<file path="src/rtl/can_bitmon_pkg.sv">
// Shared types for the CAN transmit bit monitor.
// Assumes the field code is supplied by the frame formatter, aligned to the strobe.
package can_bitmon_pkg;

    // Field code carried on the phase input
    typedef enum logic [1:0] {
        PH_IDLE  = 2'b00,
        PH_ARB   = 2'b01,
        PH_CHECK = 2'b10,
        PH_ACK   = 2'b11
    } phase_e;

    // Monitor state within one frame
    typedef enum logic [1:0] {
        ST_SEND   = 2'b00,
        ST_LISTEN = 2'b01,
        ST_FLAG   = 2'b10,
        ST_PARKED = 2'b11
    } mon_state_e;

    // Outcome of judging one sample point
    typedef struct packed {
        logic lose;
        logic bit_mis;
        logic ack_miss;
    } verdict_t;

endpackage

</file>
<file path="src/rtl/bitmon_judge.sv">
// Classifies one sample point by field.
// Purely combinational; every verdict is gated by the strobe and by 'sending',
// so nothing is judged once the node has stopped transmitting.
module bitmon_judge
    import can_bitmon_pkg::*;
(
    input  logic       sending,
    input  logic       stb,
    input  logic [1:0] phase,
    input  logic       tx_bit,
    input  logic       rx_bit,
    output verdict_t   verdict
);

    logic live;

    // Decide what a readback difference means in the current field
    always_comb begin
        live             = sending && stb;
        verdict.lose     = live && (phase == PH_ARB)   && tx_bit && !rx_bit;
        verdict.bit_mis  = live && (((phase == PH_CHECK) && (tx_bit != rx_bit)) ||
                                    ((phase == PH_ARB) && !tx_bit && rx_bit));
        verdict.ack_miss = live && (phase == PH_ACK)   && rx_bit;
    end

endmodule

</file>
<file path="src/rtl/bitmon_errflag.sv">
// Error-flag timer: once started, stays active for FLAG_BITS sample strobes.
// 'last' marks the strobe that ends the flag. Assumes start and clr are
// single-cycle pulses; the strobe that caused the start is not counted.
module bitmon_errflag #(
    parameter int FLAG_BITS = 6
) (
    input  logic clk,
    input  logic rst_n,
    input  logic clr,
    input  logic start,
    input  logic stb,
    output logic active,
    output logic last
);

    localparam int CNT_W = (FLAG_BITS > 2) ? $clog2(FLAG_BITS) : 1;
    localparam logic [CNT_W-1:0] LAST_IDX = CNT_W'(FLAG_BITS - 1);

    logic [CNT_W-1:0] cnt;

    // Count strobes while the flag is on the bus
    always_ff @(posedge clk) begin
        if (!rst_n || clr) begin
            active <= 1'b0;
            cnt    <= '0;
        end else if (start) begin
            active <= 1'b1;
            cnt    <= '0;
        end else if (active && stb) begin
            if (cnt == LAST_IDX) begin
                active <= 1'b0;
            end
            cnt <= cnt + 1'b1;
        end
    end

    // Flag the final strobe of the error flag
    always_comb begin
        last = active && stb && (cnt == LAST_IDX);
    end

endmodule

</file>
<file path="src/rtl/bitmon_ctrl.sv">
// Per-frame controller: tracks whether the node still sends, has backed off,
// is driving an error flag or has parked recessive. It also keeps the sticky
// outcome flags. frame_start has priority over every verdict.
module bitmon_ctrl
    import can_bitmon_pkg::*;
(
    input  logic       clk,
    input  logic       rst_n,
    input  logic       frame_start,
    input  verdict_t   verdict,
    input  logic       flag_last,
    output mon_state_e state,
    output logic       flag_start,
    output logic       arb_lost,
    output logic       bit_err,
    output logic       ack_err
);

    // Request the error flag on the first fault of a frame
    always_comb begin
        flag_start = (state == ST_SEND) && !frame_start &&
                     (verdict.bit_mis || verdict.ack_miss);
    end

    // Advance the frame state
    always_ff @(posedge clk) begin
        if (!rst_n || frame_start) begin
            state <= ST_SEND;
        end else begin
            case (state)
                ST_SEND: begin
                    if (verdict.lose) begin
                        state <= ST_LISTEN;
                    end else if (verdict.bit_mis || verdict.ack_miss) begin
                        state <= ST_FLAG;
                    end
                end
                ST_FLAG: begin
                    if (flag_last) begin
                        state <= ST_PARKED;
                    end
                end
                default: state <= state;
            endcase
        end
    end

    // Latch the outcome flags until the next frame
    always_ff @(posedge clk) begin
        if (!rst_n || frame_start) begin
            arb_lost <= 1'b0;
            bit_err  <= 1'b0;
            ack_err  <= 1'b0;
        end else if (state == ST_SEND) begin
            arb_lost <= verdict.lose;
            bit_err  <= verdict.bit_mis;
            ack_err  <= verdict.ack_miss;
        end
    end

endmodule

</file>
<file path="src/rtl/can_tx_bitmon.sv">
// CAN transmit bit monitor, top level.
// Compares the intended bit with the sampled bus bit at each strobe and reacts
// by field: backoff in arbitration, error flag elsewhere, and an acknowledge
// check in the acknowledge slot. Assumes one strobe per bit time.
module can_tx_bitmon
    import can_bitmon_pkg::*;
#(
    parameter int FLAG_BITS = 6
) (
    input  logic       clk,
    input  logic       rst_n,
    input  logic       frame_start,
    input  logic       samp_stb,
    input  logic [1:0] phase,
    input  logic       tx_bit,
    input  logic       rx_bit,
    output logic       tx_drive,
    output logic       arb_lost,
    output logic       bit_err,
    output logic       ack_err
);

    mon_state_e state;
    verdict_t   verdict;
    logic       sending;
    logic       flag_start;
    logic       flag_active;
    logic       flag_last;

    // Judging is enabled only while the node still owns its frame
    always_comb begin
        sending = (state == ST_SEND);
    end

    bitmon_judge u_judge (
        .sending (sending),
        .stb     (samp_stb),
        .phase   (phase),
        .tx_bit  (tx_bit),
        .rx_bit  (rx_bit),
        .verdict (verdict)
    );

    bitmon_ctrl u_ctrl (
        .clk         (clk),
        .rst_n       (rst_n),
        .frame_start (frame_start),
        .verdict     (verdict),
        .flag_last   (flag_last),
        .state       (state),
        .flag_start  (flag_start),
        .arb_lost    (arb_lost),
        .bit_err     (bit_err),
        .ack_err     (ack_err)
    );

    bitmon_errflag #(
        .FLAG_BITS (FLAG_BITS)
    ) u_errflag (
        .clk    (clk),
        .rst_n  (rst_n),
        .clr    (frame_start),
        .start  (flag_start),
        .stb    (samp_stb),
        .active (flag_active),
        .last   (flag_last)
    );

    // Choose the transmit pin level from the frame state and field
    always_comb begin
        case (state)
            ST_SEND:  tx_drive = (phase == PH_ACK) ? 1'b1 : tx_bit;
            ST_FLAG:  tx_drive = !flag_active;
            default:  tx_drive = 1'b1;
        endcase
    end

endmodule

</file>
<file path="config.mk">
export PLATFORM = sky130hd
export DESIGN_NAME = can_tx_bitmon
export DESIGN_NICKNAME = d
export VERILOG_FILES = /design/src/rtl/can_bitmon_pkg.sv /design/src/rtl/bitmon_judge.sv /design/src/rtl/bitmon_errflag.sv /design/src/rtl/bitmon_ctrl.sv /design/src/rtl/can_tx_bitmon.sv
export SDC_FILE = /design/constraint.sdc
export NUM_CORES = 1
export LEC_CHECK = 0
export ABC_AREA = 0
export BUFFER_PORTS_ARGS = -buffer_cell sky130_fd_sc_hd__buf_4
export CAP_MARGIN = 40
export CORE_UTILIZATION = 30
export DETAILED_ROUTE_END_ITERATION = 16
export SKIP_CTS_REPAIR_TIMING = 1
export SYNTH_ARGS = -nofsm -noshare
export SYNTH_HDL_FRONTEND = slang
export SYNTH_HIERARCHICAL = 1
export SYNTH_SLANG_ARGS = --single-unit
</file>
<file path="constraint.sdc">
create_clock -name clk -period 1.6 [get_ports clk]
set_input_delay 0.32 -clock clk [delete_from_list [all_inputs] [get_ports clk]]
set_output_delay 0.32 -clock clk [all_outputs]
set_load 0.01 [all_outputs]
</file>
==> results of run 1 <==
==> placed cells by master (no fill, tap or decap) <==
| cell type | Yosys | final |
|---|---|---|
| a211oi_1 | 1 | 1 |
| nand4bb_1 | 1 | 1 |
| a21bo_2 | 1 | 1 |
| and4_1 | 1 | 1 |
| or3b_1 | 1 | 1 |
| dfxtp_2 | 0 | 2 |
| mux2_2 | 1 | 1 |
| nor4_4 | 0 | 1 |
| nor4b_2 | 1 | 1 |
| o22ai_2 | 0 | 1 |
| nor2_1 | 5 | 2 |
| clkbuf_1 | 0 | 1 |
| nand2b_1 | 1 | 1 |
| clkbuf_4 | 0 | 3 |
| o21ai_1 | 1 | 1 |
| xnor2_1 | 1 | 1 |
| buf_4 | 0 | 20 |
| a211o_1 | 1 | 1 |
| nor2_4 | 0 | 1 |
| nand3_2 | 0 | 1 |
| nor4b_1 | 1 | 1 |
| a21oi_1 | 6 | 6 |
| a21o_1 | 1 | 1 |
| nor2b_1 | 1 | 1 |
| nand4b_1 | 1 | 1 |
| or3_1 | 1 | 1 |
| and4bb_1 | 1 | 1 |
| inv_1 | 2 | 2 |
| a311oi_1 | 1 | 1 |
| o21ai_0 | 3 | 3 |
| nand3_1 | 2 | 1 |
| nor2_2 | 0 | 2 |
| nand3b_1 | 3 | 3 |
| dfxtp_1 | 9 | 7 |
| nand2_1 | 6 | 6 |
| ha_1 | 2 | 2 |
==> per-layer routing <==
layer | vias to the layer above | track usage, % | wire length, um
li1 | 267 | - | -
met1 | 247 | 18.0 | 557
met2 | 12 | 20.9 | 560
met3 | 0 | 4.26 | 54
met4 | 0 | 7.27 | 0
met5 | - | 0 | 0
==> flip-flops by register name, indices dropped and copies added (netlist names) <==
| register | flops |
|---|---|
| u_ctrl/arb_lost | 1 |
| u_errflag/cnt | 3 |
| u_ctrl/state | 2 |
| u_ctrl/ack_err | 1 |
| u_ctrl/bit_err | 1 |
| u_errflag/active | 1 |
==> cell type report <==
class                           count  area (um2)
Multi-Input combinational cell     47         355
Fill cell                         160         800
Sequential cell                     9         183
Clock buffer                        4        26.3
Tap cell                           16        20.0
Timing Repair Buffer               20         150
Inverter                            2        7.51
==> worst max path at each step <==
stage                        to             from  cells past startpoint
2_1_floorplan  u_errflag/cnt[2]  u_ctrl/state[1]                      7
3_3_place_gp   u_errflag/cnt[2]         phase[1]                      7
3_5_place_dp   u_errflag/cnt[2]           tx_bit                      7
4_1_cts        u_errflag/cnt[2]  u_ctrl/state[0]                      7
5_1_grt        u_errflag/cnt[2]  u_ctrl/state[1]                      7
6_report       u_errflag/cnt[2]  u_ctrl/state[1]                      7
==> through the flow <==
step | hold WS (ns) | worst slack [ns]
3_5_place_dp | 0.471 | -0.165
6_report | 0.354 | -0.0729
2_1_floorplan | 0.434 | -0.0463
3_3_place_gp | 0.466 | -0.109
4_1_cts | 0.343 | -0.149
5_1_grt | 0.399 | -0.136
==> logic make-up after synthesis <==
logic type | count (synthesis) | synth area share, %
and+or+nand+nor | 27 | 34.2
xor gates and xnor gates | 1 | 1.74
AOI/OAI and AO/OA | 16 | 19.6
buffers and inverters | 2 | 1.49
DFF | 9 | 35.7
adders and majority gates | 2 | 4.96
muxes | 1 | 2.23
==> critical path: stages, from the launching register on <==
cell      delay, ns
dfxtp_2        0.33
nor2_4         0.13
nand4b_1       0.12
o22ai_2        0.15
nor2_2         0.07
nor4_4         0.27
and4bb_1       0.25
mux2_2         0.25
==> power breakdown <==
part / internal (mW) / switching [mW]
Sequential: 0.227 / 0.00264
Combinational: 0.0457 / 0.0386
Clock: 0.0959 / 0.0772
Total: 0.368 / 0.118
==> results.py, run 1 <==
metrics = {
    "clock_network": {
        "clockBufferDepth": 2,
        "clock_latency_ns": 0.25,
        "cts_sinks": 9,
        "tritoncts": "built",
        "cts.reportedPaths.clkPinSlew_ns": 0.06,
        "cts_root_buffer": "clkbuf_4",
        "cts_inserted_buffers": 3,
        "htree_levels": 1,
    },
    "yosys": {
        "ys_types": 29,
        "synth_warnings": 6,
        "synth.largest_area_cell": "dfxtp_1",
        "ys_top_cells_by_count": "9 x dfxtp_1, 6 x a21oi_1, 6 x nand2_1",
        "synthesis.nets": 68,
        "async_flop_share_pct": 0,
        "syn_inst": 58,
        "ys_seq_area_share_pct": 35.7,
        "synth.avg_cell_area_um2": 8.69,
        "netlist_area_um2": 504,
        "synth_area_leaders": "dfxtp_1 36%, a21oi_1 6.0%, ha_1 5.0%, nand2_1 4.5%, nand3b_1 4.5%",
        "ys_seq_elements": 9,
        "yosysMostFrequentCell": "dfxtp_1",
        "synth_edf_count": 0,
        "synth_top_area_share_pct": 35.7,
        "ys.flop_type": "dfxtp_1",
    },
    "cells_and_area": {
        "layoutNonFillerInstCount": 98,
        "area_growth_pct": 47.1,
        "nets": 93,
        "drive_above_1_share_pct": 41.5,
        "n_antenna_cell": 0,
        "final_core_util_pct": 48.1,
        "fin_area_um2": 742,
    },
    "power": {
        "power_uw": 487,
        "peakVddDrop_mv": 0.477,
        "power_leakage_nw": 0.296,
        "powerDensity_nw_per_um2": 656,
    },
    "timing": {
        "maxSlewHeadroom_pct": 75.5,
        "timing.fmax_mhz": 598,
        "fin_crit_ns": 1.67,
        "finalHoldViolCount": 0,
        "finalSetupViolations": 1,
        "finalWorstSetupSlack_ns": -0.0729,
        "maxSlewViolCount": 0,
        "setup_tns_ns": -0.0729,
        "period_share_pct": 105,
        "finClkSkew_ns": 0.00537,
        "tightestPinTransition_ns": 0.367,
        "rsz0062_at_grt": "yes",
    },
    "worst_setup_path": {
        "path_max_fanout": 4,
        "crit_path_end_kind": "flip-flop",
        "reg2reg_from": "u_ctrl/state[1]",
        "rr_worst_depth": 7,
        "critPathLaunchType": "flip-flop",
        "required_ns": 1.75,
        "crit_type": "flip-flop to flip-flop",
        "arrival_ns": 1.82,
        "r2r_end": "u_errflag/cnt[2]",
        "worst-r2r-setup-slack_ns": -0.07,
    },
    "placed_design": {
        "dpl.hpwl_um": 856,
        "gp_congestion": 0.758,
        "port_buffers": 11,
        "placed_cell_area_um2": 681,
        "placed_cells": 94,
    },
    "routing": {
        "routed_via_density": 5.37,
        "drc": 0,
        "wl_per_cell_um": 12.0,
        "drtAntennaViolNets": 0,
        "drt_wl_total_mm": 1.17,
        "first_pass_iters": 4,
        "drt_iter0_drc": 8,
        "dr_total_vias": 526,
    },
    "die": {
        "die_w_um": 43.0,
        "fp.dieH_um": 43.0,
        "core_um2": 1540,
        "rows": 14,
        "initial_core_util_pct": 32.7,
        "dieArea_um2": 1850,
        "ioPinCount": 12,
    },
    "hold_path": {
        "worstHoldPathType": "input port to flip-flop",
        "min_from": "rst_n",
        "min_to": "u_errflag/active",
        "hold_depth": 3,
    },
    "global_route": {
        "grt_max_degree": 11,
        "grt_pass1_vias": 466,
        "antenna_found_initial": 0,
        "grt_pass1_wl_mm": 1.90,
        "gr-total-overflow": 0,
        "grt_util_all_layers_pct": 14.0,
    },
    "run": {
        "cap_violations": 0,
    },
    "run_status": {
        "status": "complete, but fails checks",
        "violations": "setup timing",
    },
}
Power figures use the tool's default switching activity.
==> inputs of run 2 (changes only) <==
Settings changed: CORE_AREA from default to 2 2 39 41, CORE_UTILIZATION 30 to default, DIE_AREA from default to 0 0 41 43.
==> run 2 against run 1 <==
Compared with the run above:
- the flow still finishes with violations (setup timing)
- maximum frequency fell by 0.53%
- flip-flop and latch count unchanged
- core utilization up 5.8 points
- non-clock buffer count unchanged
- largest cell class unchanged
==> results.py, run 2 (synthesized netlist as in run 1, its figures left out) <==
metrics = {
    "global_route": {
        "grt_pass1_wl_mm": 1.84,
        "grt_max_degree": 11,
        "gr-total-overflow": 0,
        "grt_util_all_layers_pct": 16.3,
        "antenna_found_initial": 0,
        "grt_pass1_vias": 460,
    },
    "clock_network": {
        "clock_latency_ns": 0.26,
        "cts_root_buffer": "clkbuf_4",
        "cts.reportedPaths.clkPinSlew_ns": 0.06,
        "cts_inserted_buffers": 3,
        "htree_levels": 1,
        "tritoncts": "built",
        "cts_sinks": 9,
        "clockBufferDepth": 2,
    },
    "run": {
        "cap_violations": 0,
    },
    "cells_and_area": {
        "layout_common_cells": "20 x buf_4, 7 x dfxtp_1, 6 x nand2_1, 6 x a21oi_1",
        "final_core_util_pct": 53.9,
        "largest_reg_flops": 3,
        "top_regs": "u_errflag/cnt x3, u_ctrl/state x2",
        "n_antenna_cell": 0,
        "ff_latch_area_um2": 183,
        "nets": 93,
        "regMostFlops": "u_errflag/cnt",
        "n_fill_cell": 132,
        "area_growth_pct": 47.9,
        "layoutNonFillerInstCount": 98,
        "fin_area_um2": 746,
        "multi_input_area_um2": 359,
        "layout_commonest_cell": "buf_4",
        "drive_above_1_share_pct": 41.5,
    },
    "die": {
        "ioPinCount": 12,
        "initial_core_util_pct": 36.4,
        "dieArea_um2": 1760,
        "rows": 14,
        "die_w_um": 41,
        "core_um2": 1380,
        "fp.dieH_um": 43,
    },
    "routing": {
        "wl_per_cell_um": 11.9,
        "dr_total_vias": 511,
        "drc": 0,
        "first_pass_iters": 4,
        "drt_iter0_drc": 8,
        "drtAntennaViolNets": 0,
        "drt_wl_total_mm": 1.17,
        "routed_via_density": 5.21,
    },
    "timing": {
        "period_share_pct": 105,
        "fin_crit_ns": 1.68,
        "setup_tns_ns": -0.0818,
        "finClkSkew_ns": 0.00222,
        "finalHoldViolCount": 0,
        "maxSlewHeadroom_pct": 76.7,
        "maxSlewViolCount": 0,
        "finalWorstSetupSlack_ns": -0.0818,
        "holdWs_ns": 0.354,
        "tightestPinTransition_ns": 0.348,
        "rsz0062_at_grt": "yes",
        "finalSetupViolations": 1,
        "timing.fmax_mhz": 595,
    },
    "hold_path": {
        "min_to": "u_errflag/active",
        "min_from": "rst_n",
        "worstHoldPathType": "input port to flip-flop",
        "hold_depth": 3,
    },
    "worst_setup_path": {
        "r2r_end": "u_errflag/cnt[2]",
        "rr_worst_depth": 7,
        "required_ns": 1.75,
        "critPathLaunchType": "flip-flop",
        "crit_type": "flip-flop to flip-flop",
        "path_max_fanout": 4,
        "worst-r2r-setup-slack_ns": -0.08,
        "crit_path_end_kind": "flip-flop",
        "arrival_ns": 1.83,
        "reg2reg_from": "u_ctrl/state[1]",
    },
    "placed_design": {
        "port_buffers": 11,
        "dpl.hpwl_um": 888,
        "placed_cell_area_um2": 681,
        "placed_cells": 94,
        "gp_congestion": 0.722,
    },
    "power": {
        "peakVddDrop_mv": 0.339,
        "powerDensity_nw_per_um2": 652,
        "power_leakage_nw": 0.299,
    },
    "run_status": {
        "status": "complete, but fails checks",
        "violations": "setup timing",
    },
}
[run 2: layout make-up]
| class | instances | share of cell area (%) |
|---|---|---|
| sequential | 9 | 24.5 |
| inverter | 2 | 1.01 |
| multi-input combinational | 47 | 48.2 |
| clock buffer | 4 | 3.52 |
| tap | 16 | 2.68 |
| timing repair buffer | 20 | 20.1 |
[run 2: per-stage QoR]
| stage | power, mW | worst slack (ns) |
|---|---|---|
| floorplan | 0.264 | -0.0463 |
| global placement | 0.311 | -0.119 |
| detailed placement | 0.311 | -0.164 |
| CTS | 0.492 | -0.156 |
| global route | 0.519 | -0.157 |
| finish | 0.487 | -0.0818 |
[run 2: critical path, stage by stage, from the launching register on]
cell and delay [ns]:
dfxtp_2 0.33, nor2_4 0.13, nand4b_1 0.12, o22ai_2 0.13
nor2_2 0.07, nor4_4 0.26, and4bb_1 0.26, mux2_4 0.26
[run 2: worst max path at each step]
| stage | from | end | slack, ns | depth (start not counted) |
|---|---|---|---|---|
| 2_1_floorplan | u_ctrl/state[1] | u_errflag/cnt[2] | -0.05 | 7 |
| 3_3_place_gp | phase[1] | u_errflag/cnt[2] | -0.12 | 7 |
| 3_5_place_dp | tx_bit | u_errflag/cnt[2] | -0.16 | 7 |
| 4_1_cts | u_ctrl/state[0] | u_errflag/cnt[2] | -0.16 | 7 |
| 5_1_grt | u_ctrl/state[1] | u_errflag/cnt[2] | -0.16 | 7 |
| 6_report | u_ctrl/state[1] | u_errflag/cnt[2] | -0.08 | 7 |
[run 2: metal layers]
layer | routed length (um) | vias to the layer above | global-route usage, %
met5 | 0 | - | 0
met4 | 15 | 0 | 10.0
met3 | 45 | 2 | 7.85
met2 | 607 | 6 | 27.5
met1 | 499 | 238 | 14.2
li1 | - | 265 | -
[run 2: power by group]
group / switching, mW / internal [mW] / total (mW)
Sequential: 0.00256 / 0.227 / 0.230
Clock: 0.0767 / 0.0959 / 0.173
Combinational: 0.0384 / 0.0459 / 0.0844
